`src/rtl/ltmr_pkg.sv`:
```
package ltmr_pkg;
  localparam int IDX_W = 3;
  localparam logic [IDX_W-1:0] IDX_LIMIT      = 3'd0;
  localparam logic [IDX_W-1:0] IDX_COUNT      = 3'd1;
  localparam logic [IDX_W-1:0] IDX_LIMIT_KEEP = 3'd2;

  typedef struct packed {
    logic wr_lim;   // write limit, restart count
    logic wr_keep;  // write limit, count keeps running
    logic rd_lim;   // read limit, acknowledge
    logic rd_cnt;   // read count word
  } strobe_t;
endpackage

```
`src/rtl/ltmr_decode.sv`:
```
module ltmr_decode
  import ltmr_pkg::*;
#(
  parameter int ADDR_W = 5
) (
  input  logic              wr_en,
  input  logic              rd_en,
  input  logic [ADDR_W-1:0] addr,
  output strobe_t           strb,
  output logic [IDX_W-1:0]  idx
);
  assign idx = addr[IDX_W+1:2];

  always_comb begin
    strb         = '0;
    strb.wr_lim  = wr_en && (idx == IDX_LIMIT);
    strb.wr_keep = wr_en && (idx == IDX_LIMIT_KEEP);
    strb.rd_lim  = rd_en && (idx == IDX_LIMIT);
    strb.rd_cnt  = rd_en && (idx == IDX_COUNT);
  end
endmodule

```
`src/rtl/ltmr_counter.sv`:
```
module ltmr_counter #(
  parameter int CNT_W = 22
) (
  input  logic             clk,
  input  logic             rst,
  input  logic             tick_i,
  input  logic             restart_i,
  input  logic             lim_we_i,
  input  logic [CNT_W-1:0] lim_wdata_i,
  output logic [CNT_W-1:0] limit_o,
  output logic [CNT_W-1:0] count_o,
  output logic             hit_o
);
  localparam logic [CNT_W-1:0] CNT_MAX = '1;

  logic [CNT_W-1:0] end_val;

  assign end_val = (limit_o == '0) ? CNT_MAX : limit_o;
  assign hit_o   = tick_i && !restart_i && (count_o == end_val);

  always_ff @(posedge clk) begin
    if (rst) begin
      limit_o <= '0;
    end else if (lim_we_i) begin
      limit_o <= lim_wdata_i;
    end
  end

  always_ff @(posedge clk) begin
    if (rst) begin
      count_o <= '0;
    end else if (restart_i || hit_o) begin
      count_o <= '0;
    end else if (tick_i) begin
      count_o <= count_o + 1'b1;
    end
  end


  count_hold_chk: assert property (@(posedge clk) disable iff (rst)
    (!tick_i && !restart_i) |=> $stable(count_o));

  hit_wrap_chk: assert property (@(posedge clk) disable iff (rst)
    hit_o |=> (count_o == '0));

  restart_zero_chk: assert property (@(posedge clk) disable iff (rst)
    restart_i |=> (count_o == '0));
endmodule

```
`src/rtl/ltmr_flags.sv`:
```
module ltmr_flags (
  input  logic clk,
  input  logic rst,
  input  logic hit_i,
  input  logic wr_lim_i,
  input  logic rd_lim_i,
  output logic reached_o,
  output logic irq_o
);
  always_ff @(posedge clk) begin
    if (rst) begin
      reached_o <= 1'b0;
    end else if (hit_i) begin
      reached_o <= 1'b1;
    end else if (rd_lim_i) begin
      reached_o <= 1'b0;
    end
  end

  always_ff @(posedge clk) begin
    if (rst) begin
      irq_o <= 1'b0;
    end else if (wr_lim_i) begin
      irq_o <= 1'b0;
    end else if (hit_i) begin
      irq_o <= 1'b1;
    end else if (rd_lim_i) begin
      irq_o <= 1'b0;
    end
  end


  hit_sets_chk: assert property (@(posedge clk) disable iff (rst)
    hit_i |=> (reached_o && irq_o));

  irq_drop_chk: assert property (@(posedge clk) disable iff (rst)
    wr_lim_i |=> !irq_o);

  irq_has_flag_chk: assert property (@(posedge clk) disable iff (rst)
    irq_o |-> reached_o);
endmodule

```
`src/rtl/tick_limit_timer.sv`:
```
module tick_limit_timer
  import ltmr_pkg::*;
#(
  parameter int DATA_W  = 32,
  parameter int ADDR_W  = 5,
  parameter int CNT_LSB = 9,
  parameter int CNT_MSB = 30
) (
  input  logic              clk,
  input  logic              rst,
  input  logic              tick_en,
  input  logic              wr_en,
  input  logic              rd_en,
  input  logic [ADDR_W-1:0] addr,
  input  logic [DATA_W-1:0] wdata,
  output logic [DATA_W-1:0] rdata,
  output logic              irq
);
  localparam int CNT_W    = CNT_MSB - CNT_LSB + 1;
  localparam int FLAG_BIT = DATA_W - 1;

  strobe_t          strb;
  logic [IDX_W-1:0] idx;
  logic [CNT_W-1:0] limit_q;
  logic [CNT_W-1:0] count_q;
  logic             hit;
  logic             reached;
  logic [DATA_W-1:0] lim_word;
  logic [DATA_W-1:0] cnt_word;
  logic [DATA_W-1:0] rd_next;
  logic             unused_bits;

  assign unused_bits = ^{wdata[DATA_W-1:CNT_MSB+1], wdata[CNT_LSB-1:0], addr};

  ltmr_decode #(.ADDR_W(ADDR_W)) u_decode (
    .wr_en (wr_en),
    .rd_en (rd_en),
    .addr  (addr),
    .strb  (strb),
    .idx   (idx)
  );

  ltmr_counter #(.CNT_W(CNT_W)) u_counter (
    .clk         (clk),
    .rst         (rst),
    .tick_i      (tick_en),
    .restart_i   (strb.wr_lim),
    .lim_we_i    (strb.wr_lim || strb.wr_keep),
    .lim_wdata_i (wdata[CNT_MSB:CNT_LSB]),
    .limit_o     (limit_q),
    .count_o     (count_q),
    .hit_o       (hit)
  );

  ltmr_flags u_flags (
    .clk       (clk),
    .rst       (rst),
    .hit_i     (hit),
    .wr_lim_i  (strb.wr_lim),
    .rd_lim_i  (strb.rd_lim),
    .reached_o (reached),
    .irq_o     (irq)
  );

  always_comb begin
    lim_word                  = '0;
    lim_word[CNT_MSB:CNT_LSB] = limit_q;
    cnt_word                  = '0;
    cnt_word[CNT_MSB:CNT_LSB] = count_q;
    cnt_word[FLAG_BIT]        = reached;
    if (strb.rd_lim) begin
      rd_next = lim_word;
    end else if (strb.rd_cnt) begin
      rd_next = cnt_word;
    end else begin
      rd_next = '0;
    end
  end

  always_ff @(posedge clk) begin
    if (rst) begin
      rdata <= '0;
    end else if (rd_en) begin
      rdata <= rd_next;
    end
  end


  rd_unused_chk: assert property (@(posedge clk) disable iff (rst)
    (rd_en && (addr[IDX_W+1:2] > IDX_COUNT)) |=> (rdata == '0));

  rdata_hold_chk: assert property (@(posedge clk) disable iff (rst)
    !rd_en |=> $stable(rdata));
endmodule

```
`config.mk`:
```
export PLATFORM = sky130hd
export DESIGN_NAME = tick_limit_timer
export DESIGN_NICKNAME = d
export VERILOG_FILES = /design/src/rtl/ltmr_pkg.sv /design/src/rtl/ltmr_decode.sv /design/src/rtl/ltmr_counter.sv /design/src/rtl/ltmr_flags.sv /design/src/rtl/tick_limit_timer.sv
export SDC_FILE = /design/constraint.sdc
export NUM_CORES = 1
export LEC_CHECK = 0
export ABC_AREA = 1
export BUFFER_PORTS_ARGS = -buffer_cell sky130_fd_sc_hd__buf_2
export CAP_MARGIN = 20
export CORE_MARGIN = 1.5
export CORE_UTILIZATION = 27
export CTS_BUF_LIST = sky130_fd_sc_hd__clkbuf_16
export CTS_CLUSTER_SIZE = 8
export DETAILED_ROUTE_END_ITERATION = 16
export PLACE_DENSITY = 0.57
export SLEW_MARGIN = 20
export SYNTH_ARGS = -nofsm -noshare
export SYNTH_HDL_FRONTEND = slang
export SYNTH_SLANG_ARGS = --single-unit
```
`constraint.sdc`:
```
create_clock -name clk -period 2 [get_ports clk]
set_clock_uncertainty 0.2 [all_clocks]
set_input_delay 0.6 -clock clk [delete_from_list [all_inputs] [get_ports clk]]
set_output_delay 0.6 -clock clk [all_outputs]
set_load 0.005 [all_outputs]
```
==> Implementation_results.wiki, run 1 <==
{| class="wikitable"
! Metric !! Value
|-
| Overall die height || 119 um
|-
| Core Area || 13,200 sq um
|-
| Largest net degree at the start of global routing || 35
|-
| Clock latency of the later-clocked register in the worst-skew pair || 340 ps
|-
| Half-perimeter wire length after detailed placement || 7.44 mm
|-
| Share of the core filled with cells in the final layout || 0.354
|-
| Static leakage power || 0.00227 uW
|-
| Register area share after synthesis || 0.381
|-
| Maximum ir drop on the vdd rail || 343 uV
|-
| Max clock buf depth || 2
|-
| Max Cap Violations || 0
|-
| Share of the synthesized area in compound gates (AO/OA/AOI/OAI) || 0.134
|-
| Area after DPL || 4400 sq um
|-
| Final design instance area without fill || 4680 sq um
|-
| Violated checks || negative setup slack
|-
| Worst path bufs/invs || 2
|-
| Cell type of the slowest stage on the worst timing path || sky130_fd_sc_hd__dfxtp_1
|-
| Family with the most delay on the worst path || simple AND/OR/NAND/NOR gates
|-
| Hold violation count in the final report || 0
|-
| NumNets Final || 681
|-
| Sink of the worst hold path || u_flags.reached_o
|-
| Path depth of the worst reg2reg path || 14
|-
| Met3 layer usage reported by global route || 0.0454
|-
| Yosys top cell area share || 0.381
|-
| Via count of the routed design || 3,479
|-
| Endpoint kind of the worst setup timing path || flip-flop
|-
| Worst min-delay path category || in -> reg
|-
| Final number of setup-violating endpoints || 24
|-
| Die width || 119 um
|-
| Run status || finished with violations
|-
| Count of inserted antenna diode cells || 0
|-
| Hold Path Depth || 2
|-
| Initial antenna violation count || 0
|-
| Final worst path period share || 1.08
|-
| Site row count || 42
|-
| CTS tree || built
|-
| Proportion of synthesized area in mux cells || 0
|-
| Flop and latch count out of synthesis || 69
|-
| Met2 usage in global routing || 0.220
|-
| Time the final worst path needs with I/O delays and setup || 2150 ps
|-
| Mean post-synth cell area || 6.67 sq um
|-
| Max Transition Viols Final || 0
|-
| Area growth from synthesis to layout || 29.1%
|-
| Count of nets left with antenna violations after detail routing || 0
|-
| Grt total ovfl || 0
|-
| Global-route wire length before repair || 16.1 mm
|-
| Most area-hungry cell type in the Yosys netlist || sky130_fd_sc_hd__dfxtp_1
|-
| CP peak stage delay || 310 ps
|-
| Sum of routed wire length over all layers || 9.64 mm
|-
| Xor-xnor portion of the synthesized cell area || 0.0508
|-
| Fraction of layout cells with a size suffix above 1 || 0.216
|-
| Instance count of the mapped netlist || 543
|-
| Gpl congestion || 0.817
|-
| Reg2Reg Setup Slack || -150 ps
|-
| Global routing met1 resource utilization || 0.199
|-
| Achievable frequency || 0.465 GHz
|-
| Number of unique standard cell types used by synthesis || 26
|-
| # Post-CTS Setup Buffers || 0
|-
| Yosys warns || 0
|-
| Cts-stage hold buffer count || 0
|-
| Inserted Clock Buffers || 9
|-
| CTS root buffer || sky130_fd_sc_hd__clkbuf_16
|-
| Worst path required time || 2030 ps
|-
| Power Dens Cells || 700 nW/um^2
|-
| Arrival time at the worst endpoint || 2180 ps
|-
| Ratio of routed vias to standard cells || 4.25
|-
| Critical Path Start Type || flip-flop
|-
| Overall Power || 3270 uW
|-
| Unrepaired setup endpoints after global routing || true
|-
| Number of sinks handled by clock tree synthesis || 69
|-
| # DRC || 0
|-
| Total GRT Usage || 0.147
|-
| Combined area of all synthesized cells || 3620 sq um
|-
| Worst hold path startpoint || rst
|-
| Final worst-path setup slack || -152 ps
|-
| Critical-path cell list || nor2_2, nand2_1, nor2_2, nand3_4, buf_12, nand3_1, nand2_1, nor2_1, nand2_1, nor2_2, nand3_2, nand2_4, buf_12, nor2_1
|-
| Main area contributors after synthesis || sky130_fd_sc_hd__dfxtp_1 (38%), sky130_fd_sc_hd__nand2_1 (11%), sky130_fd_sc_hd__inv_1 (10%)
|-
| Simple logic cell fraction of the synthesized area || 0.272
|-
| Number of H-tree levels || 3
|-
| Start of the worst register-to-register path || u_counter.limit_o[15]
|-
| Synth Area in Adders || 0.00346
|-
| Via count of the first global-routing pass || 3,267
|-
| Number of detailed-routing iterations run before antenna repair || 4
|-
| Critical path peak fanout || 21
|-
| Final hold slack || 257 ps
|-
| Worst slack at placement || -234 ps
|-
| I/O pin count || 75
|-
| Effective utilization at floorplan || 0.275
|-
| Dominant combinational cell family by area after synthesis || simple AND/OR/NAND/NOR gates
|-
| Iteration-0 DRC Markers || 167
|-
| Total of buffers placed on input and output ports || 53
|-
| Reg-to-reg critical path endpoint || u_counter.count_o[0]
|-
| Clock-pin slew of the registers on the worst-case setup and hold paths || 50 ps
|-
| Most used routing layer || met2
|-
| WL/cell || 11.8 um
|-
| Critical Setup Path Class || reg -> reg
|-
| Floorplan die area || 14,100 sq um
|}
## area by class of cell
| cell class | instances | area [sq um] |
|---|---|---|
| flip-flops and latches | 69 | 1380 |
| well taps | 176 | 220 |
| repair buffers | 106 | 713 |
| inverters | 102 | 383 |
| clock buffers | 9 | 225 |
| fillers | 1453 | 8510 |
| clock inverters | 7 | 26.3 |
| multi-input cells | 350 | 1730 |
## per-layer routing
metal,vias up,share of wire
met2,82,0.43
li1,1872,-
met3,15,0.053
met4,0,0.016
met5,-,0
met1,1510,0.50
## cells in the mapped netlist, drive strengths merged
cell and count:
a21oi 26, buf 15, clkbuf 15, conb 1, dfxtp 69, ha 1
inv 102, nand2 103, nand3 32, nand3b 1, nand4 4, nor2 75
nor3 11, nor4 2, o211ai 2, o21ai 43, o22ai 20, xnor2 3
xor2 18
## layout by cell type (no fill, tap or decap), types with 18 or more instances in the layout
cell type	Yosys	routed
sky130_fd_sc_hd__buf_2	1	53
sky130_fd_sc_hd__inv_1	100	103
sky130_fd_sc_hd__buf_4	9	49
sky130_fd_sc_hd__o21ai_0	43	43
sky130_fd_sc_hd__dfxtp_1	69	68
sky130_fd_sc_hd__a21oi_1	26	25
sky130_fd_sc_hd__o22ai_1	20	20
sky130_fd_sc_hd__nand3_1	30	28
sky130_fd_sc_hd__nand2_1	102	102
sky130_fd_sc_hd__nor2_1	62	60
sky130_fd_sc_hd__xor2_1	18	18
## flip-flops by register name, summed over array words and instances, names as in the netlist
name	cells
u_flags.reached_o	1
rdata	23
u_counter.limit_o	22
u_flags.irq_o	1
u_counter.count_o	22
## worst max path at each step
stage                                startpoint  depth (start not counted)  slack, ps              endpoint
after floorplan                           rd_en                          8         60             rdata[10]
after global placement    u_counter.limit_o[15]                         14       -230  u_counter.count_o[1]
after detailed placement  u_counter.limit_o[15]                         14       -230  u_counter.count_o[1]
after CTS                 u_counter.limit_o[15]                         14       -160  u_counter.count_o[1]
after global routing      u_counter.limit_o[15]                         14       -310  u_counter.count_o[0]
final                     u_counter.limit_o[15]                         14       -150  u_counter.count_o[0]
## power by group
part / switching (uW) / internal [uW]
Sequential: 18.8 / 1410
Combinational: 285 / 192
Clock: 563 / 807
## timing repair
action	CTS	global route
pin swaps	1	1
setup endpoints to repair	24	24
gates resized for setup	4	3
## kinds of logic (layout without fill, tap and decap cells)
logic type,count (synthesis),in the layout
buffers and inverters,132,224
other,1,9
adders and majority gates,1,1
AOI/OAI and AO/OA,91,91
DFF,69,69
and+or+nand+nor,228,228
xor gates and xnor gates,21,21
## through the flow
stage / TNS (ps) / std cells
floorplan: 0 / 551
global placement: -5130 / 803
detailed placement: -5300 / 803
CTS: -3370 / 819
global route: -6910 / 819
finish: -3150 / 819
No activity file was read; power rests on OpenSTA's default activity.
==> run 2, diff against run 1 <==
--- a/config.mk
+++ b/config.mk
@@ -8,7 +8,6 @@
 export ABC_AREA = 1
 export BUFFER_PORTS_ARGS = -buffer_cell sky130_fd_sc_hd__buf_2
 export CAP_MARGIN = 20
-export CORE_MARGIN = 1.5
 export CORE_UTILIZATION = 27
 export CTS_BUF_LIST = sky130_fd_sc_hd__clkbuf_16
 export CTS_CLUSTER_SIZE = 8
==> Implementation_results.wiki, run 2 (synthesized netlist as in run 1, its figures left out) <==
{| class="wikitable"
! Metric !! Value
|-
| Count of nets left with antenna violations after detail routing || 0 (unchanged)
|-
| Largest registers ranked by flip-flop count || rdata (23), u_counter.count_o (22), u_counter.limit_o (22) (unchanged)
|-
| CTS root buffer || sky130_fd_sc_hd__clkbuf_16 (unchanged)
|-
| Gpl congestion || 0.897 (was 0.817)
|-
| Inserted Clock Buffers || 9 (unchanged)
|-
| Clock latency of the later-clocked register in the worst-skew pair || 330 ps (was 340 ps)
|-
| Max Cap Violations || 0 (unchanged)
|-
| Max clock buf depth || 2 (unchanged)
|-
| Global routing met1 resource utilization || 0.189 (was 0.199)
|-
| Non-filler cells in the finished layout || 815 (was 819)
|-
| Ratio of routed vias to standard cells || 4.34 (was 4.25)
|-
| Via count of the routed design || 3,534 (was 3,479)
|-
| Critical Path Start Type || flip-flop (unchanged)
|-
| Largest register by flop count || rdata (unchanged)
|-
| Achievable frequency || 0.458 GHz (was 0.465 GHz)
|-
| Final design instance area without fill || 4710 sq um (was 4680 sq um)
|-
| Final worst path period share || 1.09 (was 1.08)
|-
| Initial antenna violation count || 0 (unchanged)
|-
| Leading cell type in the layout, fill and taps excluded || sky130_fd_sc_hd__inv_1 (unchanged)
|-
| Flip-flop count of the largest register after layout || 23 (unchanged)
|-
| Grt total ovfl || 0 (unchanged)
|-
| Half-perimeter wire length after detailed placement || 7.61 mm (was 7.44 mm)
|-
| Most used cells in the layout excluding fill and tap cells || sky130_fd_sc_hd__inv_1 (102), sky130_fd_sc_hd__nand2_1 (101), sky130_fd_sc_hd__dfxtp_1 (63) (was sky130_fd_sc_hd__inv_1 (103), sky130_fd_sc_hd__nand2_1 (102), sky130_fd_sc_hd__dfxtp_1 (68))
|-
| Iteration-0 DRC Markers || 224 (was 167)
|-
| # Post-CTS Setup Buffers || 0 (unchanged)
|-
| Total GRT Usage || 0.150 (was 0.147)
|-
| Storage element area || 1390 sq um (was 1380 sq um)
|-
| Area after DPL || 4380 sq um (was 4400 sq um)
|-
| Met3 layer usage reported by global route || 0.0388 (was 0.0454)
|-
| Global-route wire length before repair || 16.5 mm (was 16.1 mm)
|-
| Count of filler cells inserted in the layout || 1,399 (was 1,453)
|-
| Number of detailed-routing iterations run before antenna repair || 4 (unchanged)
|-
| Sum of routed wire length over all layers || 9.77 mm (was 9.64 mm)
|-
| NumNets Final || 681 (unchanged)
|-
| Static leakage power || 0.00227 uW (about the same)
|-
| Effective utilization at floorplan || 0.282 (was 0.275)
|-
| Max Transition Viols Final || 0 (unchanged)
|-
| Area growth from synthesis to layout || 30.1% (was 29.1%)
|-
| Floorplan die area || 13,900 sq um (was 14,100 sq um)
|-
| Worst path required time || 2020 ps (was 2030 ps)
|-
| Unrepaired setup endpoints after global routing || true (unchanged)
|-
| Total of buffers placed on input and output ports || 53 (unchanged)
|-
| Count of inserted antenna diode cells || 0 (unchanged)
|-
| WL/cell || 12.0 um (was 11.8 um)
|-
| Worst min-delay path category || reg -> reg (was in -> reg)
|-
| Endpoint kind of the worst setup timing path || flip-flop (unchanged)
|-
| Arrival time at the worst endpoint || 2200 ps (was 2180 ps)
|-
| Power Dens Cells || 728 nW/um^2 (was 700 nW/um^2)
|-
| I/O pin count || 75 (unchanged)
|-
| Via count of the first global-routing pass || 3,457 (was 3,267)
|-
| Largest net degree at the start of global routing || 45 (was 35)
|-
| # DRC || 0 (unchanged)
|-
| Most used routing layer || met2 (unchanged)
|-
| Number of sinks handled by clock tree synthesis || 69 (unchanged)
|-
| Critical Setup Path Class || reg -> reg (unchanged)
|-
| Critical path peak fanout || 17 (was 21)
|-
| Fraction of layout cells with a size suffix above 1 || 0.233 (was 0.216)
|-
| Final number of setup-violating endpoints || 24 (unchanged)
|-
| Hold violation count in the final report || 0 (unchanged)
|-
| Site row count || 41 (was 42)
|-
| Area of the multi-input gates || 1730 sq um (about the same)
|-
| Die width || 118 um (was 119 um)
|-
| Time the final worst path needs with I/O delays and setup || 2180 ps (was 2150 ps)
|-
| Core Area || 12,800 sq um (was 13,200 sq um)
|-
| Clock-pin slew of the registers on the worst-case setup and hold paths || 50 ps (about the same)
|-
| Run status || finished with violations (unchanged)
|-
| Maximum ir drop on the vdd rail || 362 uV (was 343 uV)
|-
| Overall die height || 118 um (was 119 um)
|-
| Total placed cells including tap cells || 799 (was 803)
|-
| Final worst-path setup slack || -181 ps (was -152 ps)
|-
| Number of H-tree levels || 3 (unchanged)
|-
| CTS tree || built (unchanged)
|-
| Met2 usage in global routing || 0.251 (was 0.220)
|-
| Violated checks || negative setup slack (unchanged)
|}
==> run 2: where the power goes <==
part,internal [uW],total [uW],switching (uW)
logic,200,485,286
clock network,946,1520,573
registers,1410,1430,18.9
==> run 2: layout make-up <==
cell class                 count  area share
clock buffer                   9      0.0478
multi-input combinational    350       0.368
inverter                     102      0.0813
tap                          172      0.0457
clock inverter                 7      0.0125
timing repair buffer         106       0.150
sequential                    69       0.295
==> run 2: through the flow <==
step | setup WS [ps] | util | hold slack (ps) | power, uW | TNS, ps
floorplan | 61.3 | - | 233 | 1770 | 0
CTS | -207 | 0.365 | 253 | 3470 | -4590
global route | -320 | 0.367 | 277 | 3600 | -7110
detailed placement | -268 | 0.342 | 259 | 1930 | -6420
finish | -181 | 0.367 | 265 | 3430 | -3970
global placement | -227 | 0.342 | 253 | 1920 | -5100
==> run 2: per-layer routing <==
layer | vias to the layer above | share of wire | wire [um]
met1 | 1576 | 0.48 | 4740
met2 | 85 | 0.46 | 4460
met3 | 10 | 0.049 | 482
met5 | - | 0 | 0
li1 | 1863 | - | -
met4 | 0 | 0.0095 | 93
==> run 2: what timing repair did <==
action	4_1_cts	5_1_grt
resized for setup	5	11
cloned	0	0
setup endpoints to repair	24	24
pin swaps	3	2
hold buffers	0	0
==> run 2: critical path, stage by stage, from the launching register on <==
cell                      delay, ps
sky130_fd_sc_hd__dfxtp_1        320
sky130_fd_sc_hd__nor2_2         150
sky130_fd_sc_hd__nand2_1         80
sky130_fd_sc_hd__nor2_2         150
sky130_fd_sc_hd__nand3_4        110
sky130_fd_sc_hd__buf_6          160
sky130_fd_sc_hd__nand3_1        100
sky130_fd_sc_hd__nand2_1         60
sky130_fd_sc_hd__nor2_1         100
sky130_fd_sc_hd__nand2_1         70
sky130_fd_sc_hd__nor2_1         120
sky130_fd_sc_hd__nand3_2        130
sky130_fd_sc_hd__nand2_4        100
sky130_fd_sc_hd__buf_12         160
sky130_fd_sc_hd__nor2_1          50
==> run 2: path summary, 6_finish.rpt <==
check	start	endpoint	slack (ps)	cells after the start
hold reg to reg	rdata[31]	rdata[31]	260	2
setup / recovery	u_counter.limit_o[16]	u_counter.count_o[12]	-180	14
hold / removal	rdata[31]	rdata[31]	260	2
setup reg to reg	u_counter.limit_o[16]	u_counter.count_o[12]	-180	14
